[src/rtl/irq_regs_pkg.sv]
package irq_regs_pkg;

  localparam int ADDR_W_DEF = 8;
  localparam int DATA_W_DEF = 32;
  localparam int SRC_W_DEF  = 10;

  // bit 8 is reserved
  localparam logic [SRC_W_DEF-1:0] SRC_USED_DEF = 10'h2FF;

  localparam logic [ADDR_W_DEF-1:0] OFS_STATUS_DEF  = 8'h10;
  localparam logic [ADDR_W_DEF-1:0] OFS_MASK_DEF    = 8'h20;
  localparam logic [ADDR_W_DEF-1:0] OFS_ENABLE_DEF  = 8'h24;
  localparam logic [ADDR_W_DEF-1:0] OFS_DISABLE_DEF = 8'h28;

  typedef enum logic [1:0] {
    RD_NONE   = 2'd0,
    RD_STATUS = 2'd1,
    RD_MASK   = 2'd2
  } rdSel_e;

  typedef struct packed {
    logic   wrStatus;
    logic   wrEnable;
    logic   wrDisable;
    rdSel_e rdSel;
  } regStrobe_t;

endpackage

[src/rtl/irq_regs_ctrl.sv]
module irq_regs_ctrl
  import irq_regs_pkg::*;
#(
  parameter int                ADDR_W      = ADDR_W_DEF,
  parameter logic [ADDR_W-1:0] OFS_STATUS  = OFS_STATUS_DEF,
  parameter logic [ADDR_W-1:0] OFS_MASK    = OFS_MASK_DEF,
  parameter logic [ADDR_W-1:0] OFS_ENABLE  = OFS_ENABLE_DEF,
  parameter logic [ADDR_W-1:0] OFS_DISABLE = OFS_DISABLE_DEF
) (
  input  logic [ADDR_W-1:0] busAddr,
  input  logic              busWe,
  output regStrobe_t        strb
);

  always_comb begin
    strb.wrStatus  = busWe && (busAddr == OFS_STATUS);
    strb.wrEnable  = busWe && (busAddr == OFS_ENABLE);
    strb.wrDisable = busWe && (busAddr == OFS_DISABLE);
    if (busAddr == OFS_STATUS)    strb.rdSel = RD_STATUS;
    else if (busAddr == OFS_MASK) strb.rdSel = RD_MASK;
    else                          strb.rdSel = RD_NONE;
  end

endmodule

[src/rtl/irq_regs_dp.sv]
module irq_regs_dp
  import irq_regs_pkg::*;
#(
  parameter int               SRC_W    = SRC_W_DEF,
  parameter logic [SRC_W-1:0] SRC_USED = SRC_USED_DEF
) (
  input  logic             clk,
  input  logic             rstN,
  input  regStrobe_t       strb,
  input  logic [SRC_W-1:0] wrBits,
  input  logic [SRC_W-1:0] evtPulse,
  output logic [SRC_W-1:0] rdBits,
  output logic [SRC_W-1:0] statusQ,
  output logic [SRC_W-1:0] maskQ,
  output logic             irqQ
);

  logic [SRC_W-1:0] clrBits;
  logic [SRC_W-1:0] setMask;
  logic [SRC_W-1:0] clrMask;

  assign clrBits = strb.wrStatus  ? wrBits : '0;
  assign setMask = strb.wrEnable  ? wrBits : '0;
  assign clrMask = strb.wrDisable ? wrBits : '0;

  for (genvar i = 0; i < SRC_W; i++) begin : gBit
    if (SRC_USED[i]) begin : gLive
      logic stBit;
      logic mkBit;
      always_ff @(posedge clk or negedge rstN) begin
        if (!rstN) begin
          stBit <= 1'b0;
          mkBit <= 1'b0;
        end else begin
          // an event in the same cycle wins over the clear
          stBit <= (stBit & ~clrBits[i]) | evtPulse[i];
          mkBit <= (mkBit | setMask[i]) & ~clrMask[i];
        end
      end
      assign statusQ[i] = stBit;
      assign maskQ[i]   = mkBit;
    end else begin : gRsvd
      assign statusQ[i] = 1'b0;
      assign maskQ[i]   = 1'b0;
    end
  end

  always_ff @(posedge clk or negedge rstN) begin
    if (!rstN) irqQ <= 1'b0;
    else       irqQ <= |(statusQ & maskQ);
  end

  always_comb begin
    unique case (strb.rdSel)
      RD_STATUS: rdBits = statusQ;
      RD_MASK:   rdBits = maskQ;
      default:   rdBits = '0;
    endcase
  end

endmodule

[src/rtl/irq_regs.sv]
module irq_regs
  import irq_regs_pkg::*;
#(
  parameter int                ADDR_W      = ADDR_W_DEF,
  parameter int                DATA_W      = DATA_W_DEF,
  parameter int                SRC_W       = SRC_W_DEF,
  parameter logic [SRC_W-1:0]  SRC_USED    = SRC_USED_DEF,
  parameter logic [ADDR_W-1:0] OFS_STATUS  = OFS_STATUS_DEF,
  parameter logic [ADDR_W-1:0] OFS_MASK    = OFS_MASK_DEF,
  parameter logic [ADDR_W-1:0] OFS_ENABLE  = OFS_ENABLE_DEF,
  parameter logic [ADDR_W-1:0] OFS_DISABLE = OFS_DISABLE_DEF
) (
  input  logic              clk,
  input  logic              rstN,
  input  logic [SRC_W-1:0]  evtPulse,
  input  logic [ADDR_W-1:0] busAddr,
  input  logic              busWe,
  input  logic [DATA_W-1:0] busWdata,
  output logic [DATA_W-1:0] busRdata,
  output logic              irqOut
);

  localparam int PAD_W = DATA_W - SRC_W;

  regStrobe_t       strb;
  logic [SRC_W-1:0] rdBits;
  logic [SRC_W-1:0] statusQ;
  logic [SRC_W-1:0] maskQ;

  irq_regs_ctrl #(
    .ADDR_W(ADDR_W), .OFS_STATUS(OFS_STATUS), .OFS_MASK(OFS_MASK),
    .OFS_ENABLE(OFS_ENABLE), .OFS_DISABLE(OFS_DISABLE)
  ) uCtrl (
    .busAddr(busAddr),
    .busWe  (busWe),
    .strb   (strb)
  );

  irq_regs_dp #(
    .SRC_W(SRC_W), .SRC_USED(SRC_USED)
  ) uDp (
    .clk     (clk),
    .rstN    (rstN),
    .strb    (strb),
    .wrBits  (busWdata[SRC_W-1:0]),
    .evtPulse(evtPulse),
    .rdBits  (rdBits),
    .statusQ (statusQ),
    .maskQ   (maskQ),
    .irqQ    (irqOut)
  );

  assign busRdata = {{PAD_W{1'b0}}, rdBits};

endmodule

[config.mk]
export PLATFORM = sky130hd
export DESIGN_NAME = irq_regs
export DESIGN_NICKNAME = d
export VERILOG_FILES = /design/src/rtl/irq_regs_pkg.sv /design/src/rtl/irq_regs_ctrl.sv /design/src/rtl/irq_regs_dp.sv /design/src/rtl/irq_regs.sv
export SDC_FILE = /design/constraint.sdc
export NUM_CORES = 1
export LEC_CHECK = 0
export CORE_AREA = 3 3 66 68
export CTS_CLUSTER_SIZE = 40
export DETAILED_ROUTE_END_ITERATION = 16
export DIE_AREA = 0 0 69 71
export GPL_TIMING_DRIVEN = 0
export PLACE_DENSITY = 0.89
export SKIP_LAST_GASP = 1
export SYNTH_ARGS = -nofsm -noshare
export SYNTH_HDL_FRONTEND = slang
export SYNTH_SLANG_ARGS = --single-unit
[constraint.sdc]
create_clock -name clk -period 2.9 [get_ports clk]
set_input_delay 0.87 -clock clk [delete_from_list [all_inputs] [get_ports clk]]
set_output_delay 0.87 -clock clk [all_outputs]
set_load 0.02 [all_outputs]
**Word-level counts from Yosys, hierarchy flattened**

Index checks and enable logic that the tools add are counted.

- Output and inout bits: 33
- Word-level logic and storage cells: 90
- Register bits: 19
- Input bits: 53

- Eq/ne operators: 6
- Bitwise logic cells: 55
- Reductions and logical operators: 4
- Mux-type cells: 6

Operators with widths:

| cell | count |
|---|---|
| $mux W10 | 3 |
| $eq A8 B6 Y1 const B | 3 |
| $pmux W10 S2 | 1 |
| $and A1 B1 Y1 | 18 |
| $not A1 Y1 | 18 |
| $or A1 B1 Y1 | 18 |
| $and A10 B10 Y10 | 1 |
| $reduce_or A10 Y1 | 1 |
| $eq A8 B5 Y1 const B | 1 |
| $mux W2 | 2 |
| $logic_and A1 B1 Y1 | 3 |
| $eq A2 B1 Y1 const B | 1 |
| $eq A2 B2 Y1 const B | 1 |

**Longest topological paths before layout**

- Depth after elaboration: 6
- Depth in mapped cells: 5
- Depth with buffers taken out: 3

**Modules after synthesis**

From an unflattened synthesis, not the netlist that was laid out.

- Cells, all modules: 144
- Area, all modules: 1297.5 um^2

Modules (own cells, without submodules):

| module | cells each | area an instance (um^2) | times used | sequential area each (um^2) |
|---|---|---|---|---|
| irq_regs_dp | 110 | 1037.2 | 1 | 475.5 |
| irq_regs | 23 | 168.9 | 1 | 0.0 |
| irq_regs_ctrl | 11 | 91.3 | 1 | 0.0 |

**Worst setup path after synthesis**

Ideal clock, no wire load.

- Path kind: input -> output
- From: in busAddr[1]
- To: out busRdata[0]
- Path buffers: 2
- Path slack: -0.001 ns
- Arrival: 2.031 ns
- Required time: 2.030 ns
- Stages: 5
- Cell sequence: or2_1 -> buf_2 -> or3_1 -> buf_2 -> nor2_1

- Longest elaborated chain between the ends: 5
- Elaborated cells between the ends (all ways): 7
- Those cells by class: eq/ne: 4; mux: 3

RTL lines:

| item | line | source |
|---|---|---|
| from (decl) | irq_regs.sv:16 | `input logic [ADDR_W-1:0] busAddr,` |
| $eq A8 B6 Y1 | irq_regs_ctrl.sv:20 | `else if (busAddr == OFS_MASK) strb.rdSel = RD_MASK;` |
| $mux W2 | irq_regs_ctrl.sv:20 |  |
| $mux W2 * | irq_regs_ctrl.sv:19 | `if (busAddr == OFS_STATUS) strb.rdSel = RD_STATUS;` |
| $eq A2 B2 Y1 or $eq A2 B1 Y1 (tied branches) | irq_regs_dp.sv:54 | `unique case (strb.rdSel)` |
| $pmux W10 S2 * | irq_regs_dp.sv:54 |  |
| to (decl) | irq_regs.sv:19 | `output logic [DATA_W-1:0] busRdata,` |

Mark *: on every way between the ends. The rest lies on a longest branch, timed or not.

**Worst setup path after layout**

- From: in busAddr[0]
- To: out busRdata[4]

The elaborated chain is that of the path after synthesis.

==> impl_metrics.env <==
export IMPL_end_kind="output pin"
export IMPL_dieHeight_um=71
export IMPL_reg2reg_depth=2
export IMPL_fin_crit_sh_pct=100
export IMPL_min_from="uDp.gBit[3].gLive.stBit"
export IMPL_worst_pin_slew_ns=0.857
export IMPL_drtAntennaViolNets=0
export IMPL_setup_viol_count_final=1
export IMPL_synth_compound_area_share_pct=31.3
export IMPL_synth_ff_latch_count=19
export IMPL_synthCells=145
export IMPL_cellLeakagePower_nw=0.846
export IMPL_yosysSeqAreaShare_pct=33.7
export IMPL_place_gp_congestion=0.886
export IMPL_rsz0062_at_grt="true"
export IMPL_ir_drop_v=0.000221
export IMPL_seqPwrFrac_pct=42.9
export IMPL_cts_max_level=1
export IMPL_routed_via_density=5.34
export IMPL_fmax_ghz=0.345
export IMPL_num_io_pins=86
export IMPL_fin_ws_ns=-0.000973
export IMPL_synth_top_family_by_area="compound AO/OA/AOI/OAI gates"
export IMPL_area_growth_pct=53.1
export IMPL_routed_wl_um=4260
export IMPL_critPathKind="input pin to output pin"
export IMPL_yosysWarnings=0
export IMPL_r2r_start="uDp.gBit[9].gLive.mkBit"
export IMPL_antenna_found_initial=0
export IMPL_drt_iter0_drc=70
export IMPL_fin_cells=265
export IMPL_antenna_cells_inserted=0
export IMPL_total_power_w=0.000621
export IMPL_coreArea_sq_um=3910
export IMPL_switchingPower_w=0.000185
export IMPL_dp_hpwl_um=2790
export IMPL_cell_internal_pwr_w=0.000436
export IMPL_post_drt_wl_per_cell_um=16.1
export IMPL_grt_pass1_wl_um=6710
export IMPL_cts_sinks=19
export IMPL_start_util_pct=36.0
export IMPL_cts_root_buf="clkbuf_8"
export IMPL_numCtsBuffers=3
export IMPL_cp_data_required_time_ns=2.03
export IMPL_cp_data_arrival_time_ns=2.03
export IMPL_vias=1414
export IMPL_worstReg2RegEnd="uDp.irqQ"
export IMPL_hold_viol=0
export IMPL_grt_max_degree=20
export IMPL_netSwitchingFraction_pct=29.8
export IMPL_power_density_nw_per_um2=288
export IMPL_clockBufferDepth=2
export IMPL_drt_first_pass_iters=4
export IMPL_synth_avg_cell_area_sq_um=9.72
export IMPL_first_global_vias=1378
export IMPL_crit_end="busRdata[4]"
export IMPL_die_w_um=69
export IMPL_synthSimpleGateAreaFrac_pct=19.1
export IMPL_slew_viol_final=0
export IMPL_drc_errors=0
export IMPL_rows=23
export IMPL_placed_area_sq_um=1930
export IMPL_muxShareOfSynthArea_pct=0
export IMPL_syn_area_sq_um=1410
export IMPL_clkTransAtPathRegs_ns=0.08
export IMPL_status="complete, but fails checks"
export IMPL_relSlewSlack_pct=42.7
export IMPL_clk_latency_ns=0.26
export IMPL_fin_crit_ns=2.90
export IMPL_ys_types=24
export IMPL_port_buffers=38
export IMPL_min_path_cells=1
export IMPL_design_area_sq_um=2160
export IMPL_layout_nets=269
export IMPL_maxCapViolCount=0
export IMPL_synth_fa_ha_area_share_pct=0
export IMPL_clkPwrFrac_pct=30.6
export IMPL_worst_path_max_fanout=5
export IMPL_startpoint="busAddr[0]"
export IMPL_cts_tree="built"
export IMPL_grtUsageTotal_pct=17.4
export IMPL_synth_xor_area_share_pct=0
export IMPL_startpoint_type="input pin"
export IMPL_drive_above_1_share_pct=38.1
export IMPL_worst_clock_skew_ns=0.00508
export IMPL_dieArea_sq_um=4900
export IMPL_rrSetupSlack_ns=1.70
export IMPL_dp_cells=255
export IMPL_min_path_type="flop to flop"
export IMPL_power_frac_comb_pct=26.5
export IMPL_violations="negative setup slack"
export IMPL_grt_overflow_total=0
-- how the worst min path moves through the flow --
stage,endpoint,slack [ns]
final,uDp.gBit[3].gLive.stBit,0.52
after global routing,uDp.gBit[5].gLive.stBit,0.54
after CTS,uDp.gBit[1].gLive.stBit,0.52
after detailed placement,uDp.gBit[0].gLive.stBit,0.50
after global placement,uDp.gBit[1].gLive.stBit,0.48
after floorplan,uDp.gBit[9].gLive.stBit,0.47
-- through the flow --
| step | util, % | TNS, ns | hold WS [ns] | setup slack [ns] |
|---|---|---|---|---|
| 2_1_floorplan | - | -0.00793 | 0.472 | -0.000881 |
| 3_3_place_gp | 49.4 | -9.87 | 0.483 | -1.11 |
| 3_5_place_dp | 49.4 | -9.99 | 0.498 | -1.12 |
| 4_1_cts | 55.2 | -0.395 | 0.517 | -0.0619 |
| 5_1_grt | 55.1 | -0.131 | 0.543 | -0.0376 |
| 6_report | 55.1 | -0.000973 | 0.518 | -0.000973 |
-- routing by layer --
layer	share of wire (%)	global-route usage [%]	wire, um
met1	38	20.2	1610
met4	4.0	12.1	171
met2	50	29.8	2130
met3	8.3	2.27	352
met5	0	0	0
-- cell usage after synthesis (all sizes together) --
master,count,share of area [%]
or2,1,0.44
o41ai,9,10
a41oi,9,5.6
a22oi,10,5.3
clkbuf,2,0.53
a221oi,1,0.62
a21o,9,4.8
nor4b,2,3.4
or3,1,0.44
a22o,1,0.62
conb,1,0.27
nand2,9,2.4
a21oi,9,3.2
or4b,1,0.71
and2,9,4.0
a222oi,1,0.71
dfrtp,19,34
nand3,10,3.6
buf,30,15
nor4,1,1.5
nor2,10,2.7
-- power groups by stage --
stage	registers, W	logic [W]	clock network, W
2_1_floorplan	0.000271	0.0000867	0
3_3_place_gp	0.000271	0.000149	0
3_5_place_dp	0.000271	0.000150	0
4_1_cts	0.000266	0.000163	0.000190
5_1_grt	0.000266	0.000176	0.000202
6_report	0.000266	0.000165	0.000190
-- flip-flops by register name (all words and copies together) (netlist names) --
signal,count
uDp.gBit.gLive.stBit,9
uDp.gBit.gLive.mkBit,9
uDp.irqQ,1
-- area by class of cell --
cell class              count  area [sq um]
multi-input cells         116           891
plain buffers              31           243
repair buffers             45           439
clock buffers               3          41.3
fillers                   355          1760
well taps                  50          62.6
clock inverters             1          5.00
flip-flops and latches     19           475
-- kinds of logic (layout without fill, tap and decap cells) --
logic type,after synthesis,after routing
compound gates,49,49
simple gates,44,44
buf+inv,32,80
flops,19,19
other cells,1,23
-- worst max-delay path: stages --
cell,delay [ns]
buf_8,0.10
or2_4,0.25
or3_4,0.42
buf_12,0.16
nor2_4,0.11
buf_6,0.12
-- placed cells by master (no fill, tap or decap), types with 2 or more instances in the layout --
master | Yosys | final
a21o_1 | 9 | 9
a21oi_1 | 9 | 9
a22oi_1 | 10 | 5
a22oi_2 | 0 | 5
a41oi_1 | 9 | 9
and2_1 | 9 | 9
buf_2 | 5 | 2
buf_4 | 23 | 29
buf_6 | 1 | 13
buf_8 | 0 | 2
clkbuf_1 | 2 | 2
clkbuf_2 | 0 | 3
clkbuf_8 | 0 | 3
clkdlybuf4s50_1 | 0 | 21
conb_1 | 1 | 23
dfrtp_1 | 19 | 19
nand2_1 | 9 | 9
nand3_1 | 10 | 10
nor2_4 | 0 | 8
nor4b_4 | 2 | 2
o41ai_2 | 9 | 9
-- timing repair --
| item | 4_1_cts | 5_1_grt |
|---|---|---|
| setup endpoints to repair | 9 | 9 |
| hold buffers | 0 | 0 |
| pin swaps | 12 | 6 |
| gates resized for setup | 108 | 12 |
| buffers inserted | 5 | 0 |
| cloned | 2 | 0 |
No activity file was read; power rests on OpenSTA's default activity.
